`src/rtl/adc_ser_pkg.sv`:
```
package adc_ser_pkg;

   // Frame settings, captured together on a sample strobe.
   typedef struct packed {
      logic two_lane;
      logic lsb_first;
      logic twos_comp;
   } ser_cfg_t;

   // Number of bit periods in a frame for a word of width w.
   function automatic int frame_periods(input int w, input logic two_lane);
      return two_lane ? (w + 1) / 2 : w;
   endfunction

   // Number of periods at the start of the frame during which the marker is high.
   function automatic int mark_periods(input int w, input logic two_lane);
      return (frame_periods(w, two_lane) + 1) / 2;
   endfunction

endpackage

```
`src/rtl/adc_ser_coder.sv`:
```
module adc_ser_coder
   import adc_ser_pkg::*;
#(
   parameter int W = 14
) (
   input  logic [W-1:0] word_in,
   input  ser_cfg_t     cfg,
   output logic [W-1:0] seq_out
);
   logic [W-1:0] coded;

   // Two's complement from offset binary: invert the top bit only.
   always_comb begin
      coded = word_in;
      if (cfg.twos_comp) coded[W-1] = ~word_in[W-1];
   end

   // seq_out[k] is the k-th bit to leave the channel.
   for (genvar k = 0; k < W; k++) begin : g_ord
      assign seq_out[k] = cfg.lsb_first ? coded[k] : coded[W-1-k];
   end
endmodule

```
`src/rtl/adc_ser_lane.sv`:
```
module adc_ser_lane #(
   parameter int W = 14
) (
   input  logic         clk,
   input  logic         rst,
   input  logic         load,
   input  logic [W-1:0] seq_in,
   input  logic         shift_en,
   input  logic         two_lane_q,
   output logic [1:0]   lanes
);
   logic [W-1:0] sr_q;

   // Zeros shift in from the top, so the register is empty once a frame ends.
   always_ff @(posedge clk) begin
      if (rst) begin
         sr_q <= '0;
      end else if (load) begin
         sr_q <= seq_in;
      end else if (shift_en) begin
         if (two_lane_q) sr_q <= {2'b00, sr_q[W-1:2]};
         else            sr_q <= {1'b0,  sr_q[W-1:1]};
      end
   end

   assign lanes[0] = sr_q[0];
   assign lanes[1] = two_lane_q & sr_q[1];
endmodule

```
`src/rtl/adc_ser_timer.sv`:
```
module adc_ser_timer
   import adc_ser_pkg::*;
#(
   parameter int W           = 14,
   parameter int CLK_PER_BIT = 2
) (
   input  logic     clk,
   input  logic     rst,
   input  logic     stb,
   input  ser_cfg_t cfg_in,
   output ser_cfg_t cfg_q,
   output logic     active,
   output logic     bit_en,
   output logic     shift_en,
   output logic     frame_mark
);
   localparam int PW = $clog2(W + 1);
   localparam logic [PW-1:0] LAST_TWO = PW'(frame_periods(W, 1'b1) - 1);
   localparam logic [PW-1:0] LAST_ONE = PW'(frame_periods(W, 1'b0) - 1);
   localparam logic [PW-1:0] MARK_TWO = PW'(mark_periods(W, 1'b1));
   localparam logic [PW-1:0] MARK_ONE = PW'(mark_periods(W, 1'b0));

   logic [PW-1:0] per_q;
   logic          active_q;
   logic          div_first;
   logic          div_last;
   logic [PW-1:0] last_per;
   logic [PW-1:0] mark_lim;

   // Divider: picks the first and last clock of each bit period.
   if (CLK_PER_BIT == 1) begin : g_div_none
      assign div_first = 1'b1;
      assign div_last  = 1'b1;
   end else begin : g_div_cnt
      localparam int DW = $clog2(CLK_PER_BIT);
      localparam logic [DW-1:0] DIV_END = DW'(CLK_PER_BIT - 1);
      logic [DW-1:0] div_q;
      always_ff @(posedge clk) begin
         if (rst || stb || !active_q) div_q <= '0;
         else if (div_q == DIV_END)   div_q <= '0;
         else                         div_q <= div_q + 1'b1;
      end
      assign div_first = (div_q == '0);
      assign div_last  = (div_q == DIV_END);
   end

   assign last_per = cfg_q.two_lane ? LAST_TWO : LAST_ONE;
   assign mark_lim = cfg_q.two_lane ? MARK_TWO : MARK_ONE;

   always_ff @(posedge clk) begin
      if (rst) begin
         active_q <= 1'b0;
         per_q    <= '0;
         cfg_q    <= '0;
      end else if (stb) begin
         active_q <= 1'b1;
         per_q    <= '0;
         cfg_q    <= cfg_in;
      end else if (active_q && div_last) begin
         if (per_q == last_per) begin
            active_q <= 1'b0;
            per_q    <= '0;
         end else begin
            per_q <= per_q + 1'b1;
         end
      end
   end

   assign active     = active_q;
   assign bit_en     = active_q & div_first;
   assign shift_en   = active_q & div_last & ~stb;
   assign frame_mark = active_q & (per_q < mark_lim);
endmodule

```
`src/rtl/adc_lane_serializer.sv`:
```
module adc_lane_serializer
   import adc_ser_pkg::*;
#(
   parameter int NCH         = 4,
   parameter int W           = 14,
   parameter int CLK_PER_BIT = 2
) (
   input  logic             clk,
   input  logic             rst,
   input  logic             sample_stb,
   input  logic [NCH*W-1:0] sample_data,
   input  logic             cfg_two_lane,
   input  logic             cfg_lsb_first,
   input  logic             cfg_twos_comp,
   output logic [2*NCH-1:0] lane_data,
   output logic             frame_mark,
   output logic             bit_en
);
   if (NCH < 1) begin : g_bad_nch
      $error("NCH must be at least 1");
   end
   if (W < 4) begin : g_bad_w
      $error("W must be at least 4");
   end
   if (CLK_PER_BIT < 1) begin : g_bad_cpb
      $error("CLK_PER_BIT must be at least 1");
   end

   ser_cfg_t cfg_live;
   ser_cfg_t cfg_q;
   logic     active;
   logic     shift_en;
   logic     two_lane_q;

   assign cfg_live   = '{two_lane: cfg_two_lane, lsb_first: cfg_lsb_first,
                         twos_comp: cfg_twos_comp};
   assign two_lane_q = cfg_q.two_lane;

   adc_ser_timer #(.W(W), .CLK_PER_BIT(CLK_PER_BIT)) u_timer (
      .clk        (clk),
      .rst        (rst),
      .stb        (sample_stb),
      .cfg_in     (cfg_live),
      .cfg_q      (cfg_q),
      .active     (active),
      .bit_en     (bit_en),
      .shift_en   (shift_en),
      .frame_mark (frame_mark)
   );

   for (genvar ch = 0; ch < NCH; ch++) begin : g_ch
      logic [W-1:0] seq;
      adc_ser_coder #(.W(W)) u_coder (
         .word_in (sample_data[ch*W +: W]),
         .cfg     (cfg_live),
         .seq_out (seq)
      );
      adc_ser_lane #(.W(W)) u_lane (
         .clk        (clk),
         .rst        (rst),
         .load       (sample_stb),
         .seq_in     (seq),
         .shift_en   (shift_en),
         .two_lane_q (two_lane_q),
         .lanes      (lane_data[2*ch +: 2])
      );
   end
endmodule

```
`config.mk`:
```
export PLATFORM = sky130hd
export DESIGN_NAME = adc_lane_serializer
export DESIGN_NICKNAME = d
export VERILOG_FILES = /design/src/rtl/adc_ser_pkg.sv /design/src/rtl/adc_ser_coder.sv /design/src/rtl/adc_ser_lane.sv /design/src/rtl/adc_ser_timer.sv /design/src/rtl/adc_lane_serializer.sv
export SDC_FILE = /design/constraint.sdc
export NUM_CORES = 1
export LEC_CHECK = 0
export ABC_CLOCK_PERIOD_IN_PS = 2500
export BUFFER_PORTS_ARGS = -buffer_cell sky130_fd_sc_hd__clkbuf_2
export CAP_MARGIN = 20
export CORE_MARGIN = 1.5
export CORE_UTILIZATION = 50
export CTS_BUF_LIST = sky130_fd_sc_hd__clkbuf_2
export DETAILED_ROUTE_END_ITERATION = 10
export MAX_ROUTING_LAYER = met4
export PLACE_DENSITY = 0.77
export SLEW_MARGIN = 20
export SYNTH_ARGS = -nofsm -noshare
export SYNTH_HDL_FRONTEND = slang
export SYNTH_SLANG_ARGS = --single-unit
```
`constraint.sdc`:
```
create_clock -name clk -period 2.5 [get_ports clk]
set_input_delay 0.5 -clock clk [delete_from_list [all_inputs] [get_ports clk]]
set_output_delay 0.5 -clock clk [all_outputs]
set_load 0.02 [all_outputs]
```
==> run metrics <==
status=finished, final reports clean; Pre-antenna DRT Iters=4; IO Pins=72; initial antenna violation count=0; ys flop type=dfxtp_1; post-route ant nets=0; flops & latches, synth=63; Avg Synthesized Cell Area=8.48 um^2; Seq/Total Area, Yosys=slightly above 30%; Yosys warnings=0; Final HPWL DP=about 6900 um; Row Count=32; Mapped Cells=480; Post-synth EDFFs=0; Clk pwr share=a little under a quarter; fmax=between 400 and 500 MHz; drt initial violations=about 260; startpoint types=register; Post-Syn Area=between 4000 and 5000 um^2; Worst Tran Pin Value=a little over 0.6 ns; family with the most delay on the worst path=flip-flops; CP Launch Point=u_timer.per_q[1]; Placed Instances=618; critical path arrival=between 1.5 and 2 ns; GP Congestion=0.875; CP Cell Sequence=ha_1 -> nor2b_1 -> o21ai_0 -> and3b_1 -> clkbuf_2; RSZ-0062 raised after global routing=false; Area Growth Syn to Fin=9.53%; # diodes=0; Final Cycle Share=91.1%; TritonCTS clock tree=done; CP max FO=4; GR Layer Usage met1=between 30% and 40%; Post-Route WL=roughly 10000 um; starting density of the core=between 50% and 60%; vias per cell=5.99; I/O Buffers=71; leak pwr=around 2.1 nW; switching part of the total=between 30% and 40%; Num CTS Buffers=9; worst clock skew=about 0.014 ns; Fin. Hold Viols=0; layout cells sized above 1=between 20% and 30%; Crit Path Category=reg -> out; first-pass GRT wire length=approximately 17000 um; PostCTS Resize Cnt=0; root buffer cell=clkbuf_2; All-Layer GR Usage=~25%; grt peak-use layer=met2; CP Capture Type=primary output; # nets final=592; die area=a little under 9000 um^2; Reg2Reg Setup Slack=0.88 ns; Gate power share=between 20% and 30%; Critical path buffers and inverters=1; postcts setup bufs=0; sequential power share=roughly 54%; Design Power=roughly 2.1 mW; largest net degree at the start of global routing=56; CTS Sinks=63; fin. max-slew vios=0; CP max stage cell=dfxtp_1; die width=between 90 and 100 um; Setup TNS=0 ns; hold_buf cts=0; Remaining Overflow, GRT=0; clk_lat worst skew=a little under 0.5 ns; met2 usage=39.8%; final setup vio count=0; Internal=~1.4 mW; max_slew headroom=between 50% and 60%; P per Cell Area=around 470 nW/um^2; core area=7810 um^2; peak supply drop=roughly 0.21 mV; crit path time final=around 2.3 ns; clock transition at the registers of the reported paths=roughly 0.16 ns; vias in the first global route=around 3600; # DRC=0; hold_sp=cfg_two_lane; clock buffer depth=2; H-tree depth=3; syn_nets=between 500 and 600; Hold WS=around 0.32 ns; chip height=a little over 90 um; Worst R2R Start=u_timer.div_last; asr flop ratio synth=0%; Max-cap violations=0; Net Sw Power=roughly 670 uW; hold crit path type=in -> reg; fin util=a little under three fifths; Wirelength per Cell=about 16 um; WP data required=2.00 ns; non-filler cells in the finished layout=approximately 630; Cell variety after synth=33; vias post-DR=between 3000 and 4000; M3 GR Usage=just over 6%; Slowest Stage Delay on Critical Path=around 0.38 ns
## cells in the mapped netlist (7+ instances only)
library cell  instances  area share [%]
a21oi_1               8            0.98
a21o_1               46             8.5
or2_2                45             6.9
dfxtp_1              63              31
nand2_1              51             4.7
buf_2                17             2.1
a211oi_1              8             1.5
buf_4                 8             1.5
clkbuf_1             19             1.8
a31oi_1              45             6.9
o211ai_1             45             8.3
mux2i_1              53              13
buf_6                 7             1.9
nor2b_1               7             1.1
o21ai_0               7            0.86
## cell families (layout without fill, tap and decap cells)
logic type               Yosys count  after routing  synth area share (%)
multiplexers                      53             53                  13.0
AO/OA/AOI/OAI                    177            177                  30.7
adder cells (fa/ha/maj)            3              3                 0.923
XOR/XNOR                           5              5                  1.08
buffers and inverters             55            105                  7.63
flip-flops                        63             63                  31.0
AND/OR/NAND/NOR                  124            124                  15.6
## final timing paths
check | end | depth (start not counted)
max | frame_mark | 5
min | u_timer.cfg_q[2] | 3
max reg2reg | g_ch[0].u_lane.sr_q[0] | 3
min reg2reg | g_ch[3].u_lane.sr_q[13] | 2
## layout by cell type, fill, tap and decap left out
cell type,netlist,layout
clkbuf_2,0,82
dfxtp_1,63,63
mux2i_1,53,53
nand2_1,51,51
a21o_1,46,46
or2_2,45,45
o211ai_1,45,45
a31oi_1,45,45
buf_4,8,15
a211oi_1,8,8
a21oi_1,8,8
nor2b_1,7,7
o21ai_0,7,7
and2_1,6,6
nor2_1,6,6
a311oi_1,6,6
nand3_1,5,5
a21boi_0,4,4
xor2_1,3,3
clkinv_1,1,3
o32ai_1,3,3
o21a_1,3,3
ha_1,3,3
inv_1,2,2
nand2b_1,2,2
xnor2_1,2,2
and3b_1,1,1
inv_2,1,1
nor3b_2,1,1
a2111o_1,1,1
o21bai_1,1,1
clkinv_2,0,1
buf_12,0,1
## worst min-delay path: cells and delay by family
| family | cells | cell delay [ns] |
|---|---|---|
| and+or+nand+nor | 1 | 0.10 |
| muxes | 1 | 0.07 |
| buffers and inverters | 1 | 0.10 |
## state kept, by name (all words and copies together), names as in the netlist
register	flops
g_ch.u_lane.sr_q	56
u_timer.active	1
u_timer.cfg_q	1
u_timer.div_last	1
u_timer.per_q	4
## cell type report
class,instances,area [um^2]
Multi-Input combinational cell,362,2500
Clock buffer,11,55.1
Fill cell,730,3350
Sequential cell,63,1260
Timing Repair Buffer,87,488
Clock inverter,3,12.5
Tap cell,102,128
Inverter,4,15.0
## through the flow
stage | instance area [um^2] | setup WS (ns)
after floorplan | 4070 | 0.674
after global placement | 4390 | 0.783
after detailed placement | 4390 | 0.734
after CTS | 4460 | 0.209
after global routing | 4460 | 0.0858
final | 4460 | 0.224
## per-layer routing
layer	part of all wire [%]	routed length, um	vias up
li1	-	-	1862
met1	44	4500	1787
met2	48	4980	116
met3	5.8	601	18
met4	1.9	195	0
met5	0	0	-
## power by group through the flow
stage                     logic, mW  clock network, mW  registers [mW]
after floorplan               0.369                  0            1.13
after global placement        0.473                  0            1.15
after detailed placement      0.487                  0            1.15
after CTS                     0.490              0.485            1.13
after global routing          0.545              0.530            1.14
final                         0.491              0.477            1.13
Note: power is estimated with default switching activity, not from simulation.
